===== src/rtl/divsync_pkg.sv =====
package divsync_pkg;

    typedef enum logic [1:0] {
        ST_HOLD = 2'd0,
        ST_CNT  = 2'd1,
        ST_RUN  = 2'd2
    } sync_st_e;

endpackage


===== src/rtl/divsync_pinsync.sv =====
module divsync_pinsync (
    input  logic clk,
    input  logic rst_n,
    input  logic pin_n,
    output logic pin_s
);
    typedef struct packed {
        logic meta;
        logic stab;
    } sync_t;

    sync_t r_d, r_q;

    always_comb begin
        r_d      = r_q;
        r_d.meta = pin_n;
        r_d.stab = r_q.meta;
    end

    always_ff @(posedge clk or negedge rst_n) begin
        if (!rst_n) r_q <= '{meta: 1'b1, stab: 1'b1};
        else        r_q <= r_d;
    end

    assign pin_s = r_q.stab;
endmodule


===== src/rtl/divsync_ctrl.sv =====
module divsync_ctrl
    import divsync_pkg::*;
#(
    parameter int LAT = 11
) (
    input  logic clk,
    input  logic rst_n,
    input  logic pin_s,
    input  logic pwrdn,
    input  logic cal_busy,
    input  logic ss_stage,
    input  logic sr_stage,
    input  logic dp_stage,
    input  logic upd,
    output logic en_o
);
    localparam int CW = $clog2(LAT + 1);

    typedef struct packed {
        sync_st_e        st;
        logic [CW-1:0]   cnt;
        logic            ss;
        logic            sr;
        logic            dp;
    } ctrl_t;

    ctrl_t r_d, r_q;
    logic  hold_raw;

    always_comb begin
        hold_raw = ~pin_s | r_q.ss | r_q.sr | r_q.dp | pwrdn | cal_busy;
        r_d = r_q;
        if (upd) begin
            r_d.ss = ss_stage;
            r_d.sr = sr_stage;
            r_d.dp = dp_stage;
        end
        if (hold_raw) begin
            r_d.st  = ST_HOLD;
            r_d.cnt = '0;
        end else begin
            unique case (r_q.st)
                ST_HOLD: begin
                    r_d.st  = ST_CNT;
                    r_d.cnt = '0;
                end
                ST_CNT: begin
                    if (r_q.cnt == CW'(LAT - 1)) r_d.st = ST_RUN;
                    else                         r_d.cnt = r_q.cnt + 1'b1;
                end
                default: r_d.st = ST_RUN;
            endcase
        end
    end

    always_ff @(posedge clk or negedge rst_n) begin
        if (!rst_n) r_q <= '{st: ST_HOLD, cnt: '0, ss: 1'b0, sr: 1'b0, dp: 1'b0};
        else        r_q <= r_d;
    end

    assign en_o = (r_q.st == ST_RUN);

    // any active source stops the dividers on the next edge
    a_r9_hold_stops: assert property (@(posedge clk) disable iff (!rst_n)
        hold_raw |=> (r_q.st == ST_HOLD && !en_o));

    // the countdown advances one step per quiet edge
    a_r3_count_step: assert property (@(posedge clk) disable iff (!rst_n)
        (r_q.st == ST_CNT && !hold_raw && r_q.cnt != CW'(LAT - 1))
        |=> (r_q.st == ST_CNT && r_q.cnt == CW'($past(r_q.cnt) + 1'b1)));

    // a full countdown releases the dividers
    a_r3_release_full: assert property (@(posedge clk) disable iff (!rst_n)
        (r_q.st == ST_CNT && !hold_raw && r_q.cnt == CW'(LAT - 1)) |=> en_o);

    // active copies of staged bits move only on the strobe
    a_r7_stage_needs_strobe: assert property (@(posedge clk) disable iff (!rst_n)
        !upd |=> ($stable(r_q.ss) && $stable(r_q.sr) && $stable(r_q.dp)));
endmodule


===== src/rtl/divsync_chan.sv =====
module divsync_chan #(
    parameter int DW = 5
) (
    input  logic          clk,
    input  logic          rst_n,
    input  logic          en,
    input  logic          excl,
    input  logic [DW-1:0] div_m1,
    input  logic [DW-1:0] phase,
    input  logic          start,
    output logic          out
);
    localparam int RW = DW + 1;

    typedef struct packed {
        logic [DW-1:0] c;
        logic          inv;
    } chan_t;

    chan_t         r_d, r_q;
    logic [RW-1:0] ratio;
    logic [RW-1:0] half;
    logic [RW-1:0] pre_w;
    logic [DW-1:0] pre;
    logic          run;

    always_comb begin
        ratio = {1'b0, div_m1} + 1'b1;
        half  = ratio - (ratio >> 1);
        pre_w = {1'b0, phase} % ratio;
        pre   = pre_w[DW-1:0];
        run   = en | excl;
        r_d   = r_q;
        if (!run) begin
            r_d.c   = pre;
            r_d.inv = 1'b0;
        end else if (div_m1 == '0) begin
            r_d.c   = '0;
            r_d.inv = ~r_q.inv;
        end else begin
            r_d.c   = (r_q.c >= div_m1) ? '0 : r_q.c + 1'b1;
            r_d.inv = ({1'b0, r_d.c} >= half);
        end
    end

    always_ff @(posedge clk or negedge rst_n) begin
        if (!rst_n) r_q <= '{c: '0, inv: 1'b0};
        else        r_q <= r_d;
    end

    assign out = start ^ r_q.inv;

    // a stopped, non-excluded channel sits at its start level with the preload
    a_r2_hold_static: assert property (@(posedge clk) disable iff (!rst_n)
        (!en && !excl) |=> (out == $past(start) && r_q.c == $past(pre)));

    // the counter never leaves the range of the ratio
    a_r4_cnt_range: assert property (@(posedge clk) disable iff (!rst_n)
        1'b1 |=> (r_q.c <= $past(div_m1)));
endmodule


===== src/rtl/divsync_top.sv =====
module divsync_top #(
    parameter int NCH = 4,
    parameter int DW  = 5,
    parameter int LAT = 11
) (
    input  logic              clk,
    input  logic              rst_n,
    input  logic              sync_n,
    input  logic              pwrdn,
    input  logic              cal_busy,
    input  logic              soft_sync_stage,
    input  logic              soft_rst_stage,
    input  logic              dist_pd_stage,
    input  logic              upd_strobe,
    input  logic [NCH-1:0]    ch_excl,
    input  logic [NCH*DW-1:0] ch_div_m1,
    input  logic [NCH*DW-1:0] ch_phase,
    input  logic [NCH-1:0]    ch_start,
    output logic [NCH-1:0]    ch_out,
    output logic              hold_o
);
    logic pin_s;
    logic en;

    divsync_pinsync u_pin (
        .clk   (clk),
        .rst_n (rst_n),
        .pin_n (sync_n),
        .pin_s (pin_s)
    );

    divsync_ctrl #(.LAT(LAT)) u_ctrl (
        .clk      (clk),
        .rst_n    (rst_n),
        .pin_s    (pin_s),
        .pwrdn    (pwrdn),
        .cal_busy (cal_busy),
        .ss_stage (soft_sync_stage),
        .sr_stage (soft_rst_stage),
        .dp_stage (dist_pd_stage),
        .upd      (upd_strobe),
        .en_o     (en)
    );

    for (genvar i = 0; i < NCH; i++) begin : g_ch
        divsync_chan #(.DW(DW)) u_ch (
            .clk    (clk),
            .rst_n  (rst_n),
            .en     (en),
            .excl   (ch_excl[i]),
            .div_m1 (ch_div_m1[i*DW +: DW]),
            .phase  (ch_phase[i*DW +: DW]),
            .start  (ch_start[i]),
            .out    (ch_out[i])
        );
    end

    assign hold_o = ~en;
endmodule


===== config.mk =====
export PLATFORM = sky130hd
export DESIGN_NAME = divsync_top
export DESIGN_NICKNAME = d
export VERILOG_FILES = /design/src/rtl/divsync_pkg.sv /design/src/rtl/divsync_pinsync.sv /design/src/rtl/divsync_ctrl.sv /design/src/rtl/divsync_chan.sv /design/src/rtl/divsync_top.sv
export SDC_FILE = /design/constraint.sdc
export NUM_CORES = 1
export LEC_CHECK = 0
export ABC_AREA = 0
export ABC_CLOCK_PERIOD_IN_PS = 3090
export BUFFER_PORTS_ARGS = -buffer_cell sky130_fd_sc_hd__buf_2
export CELL_PAD_IN_SITES_DETAIL_PLACEMENT = 1
export CELL_PAD_IN_SITES_GLOBAL_PLACEMENT = 1
export CORE_MARGIN = 2
export CORE_UTILIZATION = 43
export DETAILED_ROUTE_END_ITERATION = 10
export PLACE_DENSITY = 0.81
export SLEW_MARGIN = 20
export SYNTH_ARGS = -nofsm -noshare
export SYNTH_HDL_FRONTEND = slang
export SYNTH_SLANG_ARGS = --single-unit

===== constraint.sdc =====
create_clock -name clk -period 3.09 [get_ports clk]
set_clock_uncertainty 0.2 [all_clocks]
set_input_delay 0.927 -clock clk [delete_from_list [all_inputs] [get_ports clk]]
set_output_delay 0.927 -clock clk [all_outputs]
set_load 0.02 [all_outputs]

==> metrics.md, run 1 <==
| Metric | Value |
|---|---|
| Syn_nets | roughly 1200 |
| RePlAce Congestion | 0.839 |
| I/O Pins | just over 60 |
| DIE HEIGHT | between 100 and 150 µm |
| Avg Cell Area, Syn | between 8 and 9 µm² |
| Initial core utilization | 0.437 |
| Outcome | aborted with a tool error |
| Failed at | 4_1_cts |
| DP HPWL | approximately 27000 µm |
| Seq cells post-synth | 35 |
| Post-cts resize count | around 240 |
| TritonCTS Buffers | 5 |
| Sequential share of the synthesized area | 0.112 |
| Hold-fix buffers, CTS | 0 |
| Cell Rows | between 40 and 50 |
| Mapped Area | roughly 0.008 mm² |
| Unique cell type count in the Yosys netlist | 64 |
| Port-buffer cells | 61 |
| Most used DFF post-synth | dfrtp_1 |
| Syn Inst Count | 960 |
| Chip Width | about 140 µm |
| Post-CTS Setup Repair Bufs | between 60 and 70 |
| FFs w/ async S/R, synth | 1.00 |
| Htree depth | 2 |
| Yosys warns | 0 |
| Error | [ERROR DPL-0033] detailed placement checks failed during check placement. |
| Bufs on Longest Clock Path | 2 |
| Post-synth EDFFs | 0 |
| Clk sinks | 35 |
| Clock Root Buffer | clkbuf_16 |
## Yosys cell counts, types with 5 or more instances
cell / n / area share
nor2b_1: 9 / 0.0072
xnor2_1: 49 / 0.055
nor3_1: 18 / 0.012
a211oi_1: 7 / 0.0067
xor2_1: 31 / 0.035
mux2_2: 13 / 0.019
a21o_1: 27 / 0.026
o32ai_1: 8 / 0.0090
nor4b_1: 9 / 0.010
dfrtp_1: 33 / 0.11
nand3_1: 24 / 0.015
o21ai_0: 39 / 0.025
o21a_1: 31 / 0.030
a31oi_1: 10 / 0.0080
mux2i_1: 6 / 0.0077
or3_1: 12 / 0.0096
nand2b_1: 21 / 0.017
and4_1: 5 / 0.0056
inv_1: 90 / 0.043
clkbuf_1: 11 / 0.0053
o22ai_1: 12 / 0.0096
nand2_1: 52 / 0.025
fa_1: 8 / 0.020
or2_2: 11 / 0.0088
o31ai_1: 11 / 0.011
a21oi_1: 61 / 0.039
o211ai_1: 11 / 0.011
ha_1: 178 / 0.28
o21bai_1: 8 / 0.0077
nor2_1: 70 / 0.034
nand4_1: 9 / 0.0072
## metrics by stage
stage	setup WS (ns)	cell area [µm²]	instances
2_1_floorplan	-4.32	8910	960
3_3_place_gp	-4.77	11600	1533
3_5_place_dp	-5.10	11600	1533
## kinds of logic after synthesis
family	Yosys count	synth area share
AOI/OAI and AO/OA	266	0.228
adders and majority gates	186	0.305
muxes	23	0.0341
xor gates and xnor gates	83	0.0958
and+or+nand+nor	261	0.171
buffers and inverters	106	0.0529
DFF	35	0.112
==> run 2: changes to the inputs <==
ABC_CLOCK_PERIOD_IN_PS = 4000   (was 3090)
CELL_PAD_IN_SITES_DETAIL_PLACEMENT = default   (was 1)
CELL_PAD_IN_SITES_GLOBAL_PLACEMENT = default   (was 1)
CORE_UTILIZATION = 35   (was 43)
PLACE_DENSITY = default   (was 0.81)
PLACE_DENSITY_LB_ADDON = 0.15   (was default)
clock period = 4 ns   (was 3.09 ns; I/O delays follow)
==> metrics.md, run 2 <==
| Metric | Value |
|---|---|
| Largest register FFs | 24 |
| Most flops, register | g_ch.u_ch.r_q |
| Chip Width | 154 µm (+11%) |
| Startpoint Class | input port |
| RSZ-0062 raised after global routing | yes |
| Max Clk Rate | 127 MHz |
| Pin count of the biggest net entering global routing | 36 |
| Met3 GRT Util | 0.0121 |
| CP Max Fanout | 4 |
| Commonest non-fill, non-tap cell in the layout | buf_4 |
| Outcome | complete, but fails checks |
| Syn_nets | 1203 (unchanged) |
| Post-synth EDFFs | 0 (unchanged) |
| Area growth syn-to-layout | 70.8% |
| Cell Rows | 54 (+10%) |
| Seq cells post-synth | 35 (unchanged) |
| Overall global routing resource usage | 0.199 |
| Layout cells sized above 1 | 0.496 |
| Failing checks | negative setup slack |
| Number of global-route vias before repair | around 8600 |
| Slew Limit Fails | 0 |
| Clock network power share | 0.074 |
| Reg2reg setup slack | ~1.1 ns |
| I/O Pins | 62 (unchanged) |
| Nets | 1629 |
| Most instantiated library cell after synthesis | ha_1 |
| WL final | 23500 µm |
| Port-buffer cells | 61 (unchanged) |
| Initial antenna violation count | 0 |
| Clock-pin slew on the worst setup and hold paths | roughly 0.06 ns |
| Maximum vdd ir drop | around 0.24 mV |
| Die area | around 0.024 mm² |
| Unique cell type count in the Yosys netlist | 64 (unchanged) |
| Slew Limit Headroom | 0.465 |
| Pwr/cell area | approximately 440 mW/mm² |
| Clock Root Buffer | clkbuf_16 |
| Required @ worst endpoint | just under 4 ns |
| Reg2Reg Launch Point | g_ch[2].u_ch.r_q[1] |
| Mapped Area | 0.00782 mm² (unchanged) |
| Syn Inst Count | 960 (unchanged) |
| Busiest grt layer | met2 |
| Hold Violations, Final | 0 |
| Yosys top cell area share | 0.285 (unchanged) |
| Combinational share of power | 0.823 |
| Avg Cell Area, Syn | 8.15 µm² (unchanged) |
| Via Count | approximately 8300 |
| CP max-delay cell | or3_4 |
| Core area | between 0.02 and 0.025 mm² |
| Int Pwr | ~3400 µW |
| R2R depth | 14 |
| Seq pwr share | 0.103 |
| DP HPWL | 18300 µm (-32%) |
| CP endpoint kind | register |
| FFs w/ async S/R, synth | 1.00 (unchanged) |
| Min Clock Period, post-route | a little under 8 ns |
| CTS tree | done |
| DIE HEIGHT | 154 µm (+11%) |
| Sequential share of the synthesized area | 0.112 (unchanged) |
| Grt total ovfl | 0 |
| Tightest Pin Transition | about 0.8 ns |
| Psw | roughly 2500 µW |
| Htree depth | 2 (unchanged) |
| Bufs on Longest Clock Path | 2 (unchanged) |
| Endpoints failing setup | 20 |
| Crit-path max cell delay | 0.39 ns |
| Clk_lat worst skew | about 0.28 ns |
| Initial DRT Pass Iterations | 4 |
| Vias per cell | about 5 |
| WS Path Type | in2reg |
| RePlAce Congestion | 0.822 (-2.1%) |
| Post-route setup slack | -3.85 ns |
| Yosys warns | 0 (unchanged) |
| Antenna Cells | 0 |
| Met2 Resource Use GR | 0.376 |
| Crit path DAT | around 7.8 ns |
| Endpoint of the worst-slack reg-to-reg timing path | g_ch[2].u_ch.r_q[0] |
| Place WS | -4.20 ns (+0.895 ns) |
| Hold WS | 0.156 ns |
| CP endpoint | g_ch[2].u_ch.r_q[3] |
| Period utilization | 1.96 |
| Most used DFF post-synth | dfrtp_1 |
| Most frequent cells in the layout | buf_4 (353), ha_1 (135), inv_1 (86), nor2_1 (65), buf_2 (48) |
| Crit. Startpoint | ch_div_m1[10] |
| Class of the worst hold path | reg2reg |
| Clk sinks | 35 (unchanged) |
| Top cells by count, synth | ha_1 (178), inv_1 (90), nor2_1 (70), a21oi_1 (61), nand2_1 (52) |
| Initial core utilization | 0.357 (-0.0796) |
| First-pass GRT wire length | around 40000 µm |
| Met1 Use GR | 0.256 |
| Synth area leader | ha_1 |
| Top flop regs | g_ch.u_ch.r_q: 24 flops, u_ctrl.r_q: 9 flops |
| TritonCTS Buffers | 5 (unchanged) |
| Switching share of total power | 0.428 |
| Top cells by area, synth | ha_1 (28%), dfrtp_1 (11%), xnor2_1 (5.5%), inv_1 (4.3%), a21oi_1 (3.9%) |
| Max Cap Viol | 0 |
| Most numerous cell on the critical path | ha_4 |
| Leakage | around 0.0064 µW |
| Remaining DRCs | 0 |
| Final ANT Viol Nets | 0 |
| Initial drt markers | about 260 |
| Routed length per instance | around 14 µm |
## run 2: cell counts after synthesis
No cell type changed its count.
## run 2: worst max-delay path, delay by kind of cell
family                   cells  cell delay [ns]
AND/OR/NAND/NOR              9             1.53
AO/OA/AOI/OAI               14             2.44
adder cells (fa/ha/maj)      7             1.45
multiplexers                 1             0.36
XOR/XNOR                     1             0.14
buffers and inverters        6             0.68
## run 2: routing by layer
layer	share of wire	wire, µm	vias to the layer above
met5	0	0	-
met4	0.0059	138	0
met3	0.017	401	16
met1	0.46	10900	3890
met2	0.51	12000	74
li1	-	-	4351
## run 2: how the worst min path moves through the flow
stage	from	end	slack [ns]	cells past startpoint
6_report	u_pin.r_d[0]	u_pin.pin_s	0.16	0
5_1_grt	u_pin.r_d[0]	u_pin.pin_s	0.16	0
4_1_cts	u_pin.r_d[0]	u_pin.pin_s	0.16	0
3_5_place_dp	u_pin.r_d[0]	u_pin.pin_s	0.15	0
3_3_place_gp	u_pin.r_d[0]	u_pin.pin_s	0.15	0
2_1_floorplan	u_pin.r_d[0]	u_pin.pin_s	0.15	0
## run 2: per-stage QoR
step            util  cell area, µm²  setup TNS (ns)  total power (µW)  cells
2_1_floorplan      -            8780          -69.77              3220    960
3_3_place_gp   0.526           11500          -77.32              4490   1572
3_5_place_dp   0.526           11500          -78.73              4560   1572
4_1_cts        0.583           12800          -69.19              5520   1650
5_1_grt        0.610           13400          -76.89              6480   1667
6_report       0.610           13400          -71.63              5910   1667
## run 2: cell families after synthesis
group / Yosys count / synth area share
multiplexers: 23 / 0.0341
flip-flops: 35 / 0.112
AO/OA/AOI/OAI: 266 / 0.228
AND/OR/NAND/NOR: 261 / 0.171
XOR/XNOR: 83 / 0.0958
buffers and inverters: 106 / 0.0529
adder cells (fa/ha/maj): 186 / 0.305
## run 2: cell type report
type	count	area [µm²]
Clock inverter	3	43.8
Fill cell	1859	8530
Tap cell	280	350
Clock buffer	5	125
Multi-Input combinational cell	820	8310
Sequential cell	35	878
Inverter	90	348
Timing Repair Buffer	434	3310
## run 2: power groups by stage
stage               sequential [µW]  combinational [µW]  clock [µW]
floorplan                       567                2650           0
global placement                613                3880           0
detailed placement              614                3940           0
CTS                             609                4460         454
global route                    628                5390         467
finish                          607                4860         440
## run 2: what timing repair did
| item | CTS | global route |
|---|---|---|
| hold buffers | 0 | 0 |
| pin swaps | 89 | 82 |
| buffers inserted | 71 | 17 |
| gates cloned | 1 | 0 |
| endpoints found under the setup margin | 20 | 21 |
| resized for setup | 110 | 90 |
| hold endpoints to repair | 0 | 0 |
Note: power is estimated with default switching activity, not from simulation.
